`config.mk`:
```
export PLATFORM = sky130hd
export DESIGN_NAME = lpm_seq
export DESIGN_NICKNAME = d
export VERILOG_FILES = /design/src/rtl/lpm_pkg.sv /design/src/rtl/lpm_wake_qual.sv /design/src/rtl/lpm_settle_timer.sv /design/src/rtl/lpm_seq.sv
export SDC_FILE = /design/constraint.sdc
export NUM_CORES = 1
export LEC_CHECK = 0
export BUFFER_PORTS_ARGS = -buffer_cell sky130_fd_sc_hd__buf_2
export CORE_ASPECT_RATIO = 1.25
export CORE_MARGIN = 1
export CORE_UTILIZATION = 40
export CTS_BUF_LIST = sky130_fd_sc_hd__clkbuf_16
export DETAILED_ROUTE_END_ITERATION = 16
export HOLD_SLACK_MARGIN = 0.05
export PLACE_DENSITY = 0.8
export SLEW_MARGIN = 0
export SYNTH_ARGS = -nofsm -noshare
export SYNTH_HDL_FRONTEND = slang
export SYNTH_SLANG_ARGS = --single-unit
export TNS_END_PERCENT = 50
```
`constraint.sdc`:
```
create_clock -name clk -period 4.6 [get_ports clk]
set_clock_uncertainty 0.05 [all_clocks]
set_input_delay 0.92 -clock clk [delete_from_list [all_inputs] [get_ports clk]]
set_output_delay 0.92 -clock clk [all_outputs]
set_load 0.01 [all_outputs]
```
`src/rtl/lpm_pkg.sv`:
```
package lpm_pkg;

    localparam int unsigned MODE_W = 8;

    typedef enum logic [2:0] {
        M_HIGH    = 3'd0,
        M_MED     = 3'd1,
        M_SUB     = 3'd2,
        M_SLEEP   = 3'd3,
        M_WATCH   = 3'd4,
        M_SETTLE  = 3'd5,
        M_RSTHOLD = 3'd6,
        M_HWSTBY  = 3'd7
    } lpm_mode_e;

    typedef struct packed {
        logic cpu;
        logic periph;
        logic wdt;
    } clk_en_t;

    // Clock gating per mode
    function automatic clk_en_t clocks_for(lpm_mode_e m);
        clk_en_t c;
        case (m)
            M_SLEEP:  c = '{cpu: 1'b0, periph: 1'b1, wdt: 1'b1};
            M_WATCH:  c = '{cpu: 1'b0, periph: 1'b0, wdt: 1'b1};
            M_HWSTBY: c = '{cpu: 1'b0, periph: 1'b0, wdt: 1'b0};
            default:  c = '{cpu: 1'b1, periph: 1'b1, wdt: 1'b1};
        endcase
        return c;
    endfunction

endpackage

```
`src/rtl/lpm_wake_qual.sv`:
```
module lpm_wake_qual #(
    parameter int NIRQ = 16,
    parameter int NKEY = 16,
    parameter int NWUE = 8
) (
    input  logic            cpu_mask,
    input  logic            nmi,
    input  logic            wdt_ovf,
    input  logic            wdt_ovf_ie,
    input  logic [NIRQ-1:0] irq_lines,
    input  logic [NIRQ-1:0] irq_en,
    input  logic [NKEY-1:0] key_lines,
    input  logic [NKEY-1:0] key_en,
    input  logic [NWUE-1:0] wue_lines,
    input  logic [NWUE-1:0] wue_en,
    output logic            wake
);

    logic [NIRQ-1:0] irq_hit;
    logic [NKEY-1:0] key_hit;
    logic [NWUE-1:0] wue_hit;
    logic            maskable;

    for (genvar gi = 0; gi < NIRQ; gi++) begin : g_irq
        assign irq_hit[gi] = irq_lines[gi] & irq_en[gi];
    end
    for (genvar gk = 0; gk < NKEY; gk++) begin : g_key
        assign key_hit[gk] = key_lines[gk] & key_en[gk];
    end
    for (genvar gw = 0; gw < NWUE; gw++) begin : g_wue
        assign wue_hit[gw] = wue_lines[gw] & wue_en[gw];
    end

    always_comb begin
        maskable = (|irq_hit) | (|key_hit) | (|wue_hit) | (wdt_ovf & wdt_ovf_ie);
        wake     = nmi | (maskable & ~cpu_mask);
    end

endmodule

```
`src/rtl/lpm_settle_timer.sv`:
```
module lpm_settle_timer #(
    parameter int SETTLE_BASE = 8,
    parameter int SEL_W       = 3
) (
    input  logic             clk,
    input  logic             rst_n,
    input  logic             load,
    input  logic [SEL_W-1:0] sel,
    input  logic             run,
    output logic             zero
);

    localparam int CNT_W = SETTLE_BASE + (2 ** SEL_W) - 1;

    typedef struct packed {
        logic [CNT_W-1:0] cnt;
    } tmr_t;

    tmr_t tmr_d, tmr_q;

    always_comb begin
        tmr_d = tmr_q;
        if (load) begin
            tmr_d.cnt = CNT_W'((32'd1 << (SETTLE_BASE + 32'(sel))) - 32'd1);
        end else if (run && (tmr_q.cnt != '0)) begin
            tmr_d.cnt = tmr_q.cnt - 1'b1;
        end
    end

    always_ff @(posedge clk or negedge rst_n) begin
        if (!rst_n) begin
            tmr_q <= '0;
        end else begin
            tmr_q <= tmr_d;
        end
    end

    assign zero = (tmr_q.cnt == '0);

    // a running count falls by exactly one per cycle
    a_r6_count_steps: assert property (@(posedge clk) disable iff (!rst_n)
        (!load && run && tmr_q.cnt != '0) |=> (tmr_q.cnt == $past(tmr_q.cnt) - 1'b1));

endmodule

```
`src/rtl/lpm_seq.sv`:
```
module lpm_seq
    import lpm_pkg::*;
#(
    parameter int NIRQ        = 16,
    parameter int NKEY        = 16,
    parameter int NWUE        = 8,
    parameter int SETTLE_BASE = 8,
    parameter int SEL_W       = 3
) (
    input  logic               clk,
    input  logic               rst_n,
    input  logic               sleep_req,
    input  logic               cfg_stby_en,
    input  logic               cfg_direct_xfer,
    input  logic               cfg_wdt_sel,
    input  logic               cfg_low_speed,
    input  logic               cfg_med_div,
    input  logic [SEL_W-1:0]   cfg_settle_sel,
    input  logic               cpu_mask,
    input  logic               nmi,
    input  logic               wdt_ovf,
    input  logic               wdt_ovf_ie,
    input  logic [NIRQ-1:0]    irq_lines,
    input  logic [NIRQ-1:0]    irq_en,
    input  logic [NKEY-1:0]    key_lines,
    input  logic [NKEY-1:0]    key_en,
    input  logic [NWUE-1:0]    wue_lines,
    input  logic [NWUE-1:0]    wue_en,
    input  logic               pin_reset_n,
    input  logic               pin_standby_n,
    output logic [MODE_W-1:0]  mode_oh,
    output logic               clk_en_cpu,
    output logic               clk_en_periph,
    output logic               clk_en_wdt,
    output logic               irq_start,
    output logic               rst_exc_start
);

    typedef struct packed {
        lpm_mode_e mode;
        logic      lson;
        logic      div;
        lpm_mode_e origin;
        clk_en_t   clk;
        logic      irq_start;
        logic      rst_exc;
    } seq_t;

    seq_t seq_d, seq_q;

    logic wake;
    logic tmr_load;
    logic tmr_run;
    logic tmr_zero;
    logic watch_ok;
    logic in_run;

    lpm_wake_qual #(
        .NIRQ (NIRQ),
        .NKEY (NKEY),
        .NWUE (NWUE)
    ) i_wake (
        .cpu_mask   (cpu_mask),
        .nmi        (nmi),
        .wdt_ovf    (wdt_ovf),
        .wdt_ovf_ie (wdt_ovf_ie),
        .irq_lines  (irq_lines),
        .irq_en     (irq_en),
        .key_lines  (key_lines),
        .key_en     (key_en),
        .wue_lines  (wue_lines),
        .wue_en     (wue_en),
        .wake       (wake)
    );

    lpm_settle_timer #(
        .SETTLE_BASE (SETTLE_BASE),
        .SEL_W       (SEL_W)
    ) i_timer (
        .clk   (clk),
        .rst_n (rst_n),
        .load  (tmr_load),
        .sel   (cfg_settle_sel),
        .run   (tmr_run),
        .zero  (tmr_zero)
    );

    always_comb begin
        watch_ok = cfg_stby_en & ~cfg_direct_xfer & cfg_wdt_sel;
        in_run   = (seq_q.mode == M_HIGH) || (seq_q.mode == M_MED) || (seq_q.mode == M_SUB);
    end

    always_comb begin
        seq_d           = seq_q;
        seq_d.irq_start = 1'b0;
        seq_d.rst_exc   = 1'b0;
        tmr_load        = 1'b0;
        tmr_run         = 1'b0;

        if (!pin_standby_n) begin
            seq_d.mode = M_HWSTBY;
        end else if (!pin_reset_n && (seq_q.mode != M_RSTHOLD)) begin
            seq_d.mode = M_RSTHOLD;
            tmr_load   = 1'b1;
        end else begin
            case (seq_q.mode)
                M_HIGH, M_MED, M_SUB: begin
                    if (sleep_req) begin
                        if (watch_ok) begin
                            seq_d.mode = M_WATCH;
                            seq_d.lson = cfg_low_speed;
                            seq_d.div  = cfg_med_div;
                        end else begin
                            seq_d.mode   = M_SLEEP;
                            seq_d.origin = seq_q.mode;
                        end
                    end
                end
                M_SLEEP: begin
                    if (wake) begin
                        seq_d.mode      = seq_q.origin;
                        seq_d.irq_start = 1'b1;
                    end
                end
                M_WATCH: begin
                    if (wake) begin
                        if (seq_q.lson) begin
                            seq_d.mode      = M_SUB;
                            seq_d.irq_start = 1'b1;
                        end else begin
                            seq_d.mode = M_SETTLE;
                            tmr_load   = 1'b1;
                        end
                    end
                end
                M_SETTLE: begin
                    tmr_run = 1'b1;
                    if (tmr_zero) begin
                        seq_d.mode      = seq_q.div ? M_MED : M_HIGH;
                        seq_d.irq_start = 1'b1;
                    end
                end
                M_RSTHOLD: begin
                    tmr_run = 1'b1;
                    if (pin_reset_n && tmr_zero) begin
                        seq_d.mode    = M_HIGH;
                        seq_d.rst_exc = 1'b1;
                    end
                end
                M_HWSTBY: begin
                    seq_d.mode = M_RSTHOLD;
                    tmr_load   = 1'b1;
                end
                default: seq_d.mode = M_HIGH;
            endcase
        end

        seq_d.clk = clocks_for(seq_d.mode);
    end

    always_ff @(posedge clk or negedge rst_n) begin
        if (!rst_n) begin
            seq_q.mode      <= M_HIGH;
            seq_q.lson      <= 1'b0;
            seq_q.div       <= 1'b0;
            seq_q.origin    <= M_HIGH;
            seq_q.clk       <= '{cpu: 1'b1, periph: 1'b1, wdt: 1'b1};
            seq_q.irq_start <= 1'b0;
            seq_q.rst_exc   <= 1'b0;
        end else begin
            seq_q <= seq_d;
        end
    end

    assign mode_oh       = MODE_W'(1) << seq_q.mode;
    assign clk_en_cpu    = seq_q.clk.cpu;
    assign clk_en_periph = seq_q.clk.periph;
    assign clk_en_wdt    = seq_q.clk.wdt;
    assign irq_start     = seq_q.irq_start;
    assign rst_exc_start = seq_q.rst_exc;

    // standby pin wins and gates every clock
    a_r9_standby_forced: assert property (@(posedge clk) disable iff (!rst_n)
        !pin_standby_n |=> (seq_q.mode == M_HWSTBY) && !clk_en_cpu && !clk_en_periph && !clk_en_wdt);

    // reset pin enters reset-hold with all clocks running
    a_r8_reset_enters: assert property (@(posedge clk) disable iff (!rst_n)
        (pin_standby_n && !pin_reset_n) |=> (seq_q.mode == M_RSTHOLD) && clk_en_cpu && clk_en_periph);

    // a request with a wrong configuration never reaches watch mode
    a_r2_bad_cfg_sleeps: assert property (@(posedge clk) disable iff (!rst_n)
        (pin_standby_n && pin_reset_n && in_run && sleep_req && !watch_ok) |=> (seq_q.mode == M_SLEEP));

    // in watch mode only the watchdog keeps its clock
    a_r3_watch_clocks: assert property (@(posedge clk) disable iff (!rst_n)
        (seq_q.mode == M_WATCH) |-> (!clk_en_cpu && !clk_en_periph && clk_en_wdt));

    // a masked CPU without NMI stays in watch mode
    a_r4_masked_stays: assert property (@(posedge clk) disable iff (!rst_n)
        (pin_standby_n && pin_reset_n && seq_q.mode == M_WATCH && cpu_mask && !nmi) |=> (seq_q.mode == M_WATCH));

    // the interrupt-start pulse lasts one cycle
    a_r6_irq_single: assert property (@(posedge clk) disable iff (!rst_n)
        irq_start |=> !irq_start);

    // a request during settling does not change the path
    a_r10_settle_no_sleep: assert property (@(posedge clk) disable iff (!rst_n)
        (pin_standby_n && pin_reset_n && seq_q.mode == M_SETTLE && !tmr_zero) |=> (seq_q.mode == M_SETTLE));

endmodule

```
==> qor.csv <==
metric;value;unit
status;complete, no violations;
final hold slack;0.4638;ns
WL final;5973;µm
Hold Fails Final Rpt;0;
CTS tree;yes;
Synth Instances;221;
crit end category;flip-flop;
Seq/Total Area, Yosys;0.3577;
vias in the first global route;2126;
leakage;1.186;nW
global-route usage over all layers;0.2383;
Adder-Cell Fraction of Synth Area;0.01144;
Top Ports;110;
DR vias;2138;
Post-synth ARST share;1.000;
worst hold path class;flip-flop to flip-flop;
Die Area;5210;µm²
area of the core;4730;µm²
Post-Synth Simple-Gate Area;0.2586;
Power Density;271.9;nW/µm²
post-layout util;0.5548;
gpl congestion;0.8951;
Remaining DRCs;0;
die width;64.76;µm
post-synthesis compound-gate area fraction;0.2548;
area delta synth->final;33.23;%
post-CTS setup buffers;0;
# diodes;0;
Reg2Reg Setup Slack;1.51;ns
Inserted Clock Buffers;3;
syn nets;319;
antenna violations before repair;0;
critical path's top delay family;compound AO/OA/AOI/OAI gates;
Die Y;80.45;µm
Synth Area in XOR/XNOR;0.06226;
Synth cell types;55;
Max stage delay on crit path;0.65;ns
drt first pass iters;4;
RSZ-0062 raised after global routing;no;
largest net degree at the start of global routing;29;
nets;422;
worst ir drop on vdd;0.0001696;V
cells taking the most area after synthesis;dfrtp_1 (32%), a221oi_2 (4.6%), xnor2_1 (4.4%);
DR iter-0 viols;132;
area leader, netlist;dfrtp_1;
Final Setup Violations;0;
commonest non-fill, non-tap cells in the layout;buf_2 (109), dfrtp_1 (25), nand2_1 (20);
Worst Reg-to-Reg Cells;12;
Post-Syn Area per Cell;8.911;µm²
slowest CP cell;or4_1;
Initial Utilization;0.4164;
number of port buffers;109;
Slew Viols, Final;0;
critical path arrival;3.90;ns
Rel. slew slack;0.5855;
dominant synthesized flop cell;dfrtp_1;
crit-path cells;buf_2 -> a22o_1 -> a221oi_2 -> nand4_1 -> or4_1 -> and2_1 -> o21ai_2 -> nand2_1 -> ha_1 -> a21o_1 -> a221oi_1 -> a21oi_1;
hold_buf cts;0;
Reg clk slew, reported paths;0.07;ns
grt ovf;0;
first-pass GRT wire length;9294;µm
Worst Hold Endpoint;seq_q[8];
htree depth;1;
Critical path buffers and inverters;1;
R2R Path End;i_timer.tmr_q[12];
Routed Antenna Nets;0;
post-synth top area share;0.3177;
Final period util;0.8312;
Setup CP Type;input pin to flip-flop;
Post-synth EDFFs;0;
Tightest Pin Transition;0.6217;ns
hold path depth;1;
post-synthesis mux area share;0.01715;
share of layout cells above drive strength 1;0.4211;
Vias/cell;5.582;
Achievable Freq;0.2616;GHz
main combinational cell family by area after synthesis;simple AND/OR/NAND/NOR gates;
floorplan row count;28;
MaxCap Viol Count;0;
crit path max fanout;17;
Root Buffer;clkbuf_16;
detailed placement HPWL;4866;µm
crit path launch type;input pin;
CTS sink count;28;
clk_lat worst skew;0.26;ns
Post-Syn Area;1969;µm²
worst path required time;4.68;ns
Hold Path Origin;seq_q[8];
Warnings, synthesis;0;
CTS Buffer Depth;2;
setup TNS;0;ns
flops & latches, synth;28;
most common cell after layout, fill and taps aside;buf_2;
crit path time final;3.823;ns
post_cts resized;0;
RR Startpoint;seq_q[12];
DR WL/cell;15.60;µm
metrics by stage:
stage               power (mW)  cells  worst slack, ns  area, µm²
finish                  0.7133    383           0.7767       2624
global route            0.7584    383           0.4897       2624
CTS                     0.7168    383           0.7730       2624
detailed placement      0.5170    379           0.5070       2545
global placement        0.5108    379           0.5839       2545
floorplan               0.4368    221           0.8967       1969
layout make-up:
cell class / instances / area [µm²]
fill: 465 / 2106
multi-input combinational: 175 / 1190
sequential: 28 / 704.4
timing repair buffer: 110 / 553.0
clock buffer: 3 / 75.07
tap: 60 / 75.07
inverter: 6 / 22.52
clock inverter: 1 / 3.754
per-layer routing:
layer  vias to the layer above  routed length (µm)  global-route usage
li1                       1030                   -                   -
met1                       989                2057              0.2230
met2                       104                3396              0.4938
met3                        15                 358             0.03267
met4                         0                 161              0.1000
met5                         -                   0                   0
synthesized netlist by cell type (4+ instances only):
library cell	count
a21oi_1	15
a22oi_1	8
nand4_1	6
buf_2	6
nor3_1	12
xor2_1	4
clkbuf_1	6
dfrtp_1	25
o21ai_0	9
nor4_1	5
xnor2_1	10
nand2_1	20
nor2_1	15
a221oi_2	6
or3_1	4
a22o_1	6
nand3_1	5
inv_1	6
sequential cells by signal, indices dropped and copies added, names as in the netlist:
register,count
rst_exc_start,1
clk_en_periph,1
clk_en_cpu,1
i_timer.tmr_q,15
clk_en_wdt,1
seq_q,8
irq_start,1
kinds of logic after synthesis:
family,after synthesis
simple gates,92
compound gates,64
flops,28
buf+inv,18
xor+xnor,14
mux,3
fa+ha+maj,2
power by group:
part / internal (mW) / switching [mW]
Combinational: 0.0917 / 0.0871
Clock: 0.117 / 0.0818
Sequential: 0.281 / 0.0554
worst max-delay path by stage:
stage / endpoint / start / cells after the start
CTS: i_timer.tmr_q[10] / irq_lines[4] / 12
global placement: i_timer.tmr_q[10] / irq_lines[4] / 12
finish: i_timer.tmr_q[10] / irq_lines[4] / 12
floorplan: i_timer.tmr_q[10] / irq_lines[5] / 14
global route: i_timer.tmr_q[12] / irq_lines[4] / 13
detailed placement: i_timer.tmr_q[10] / irq_lines[4] / 12
Power figures use the tool's default switching activity.
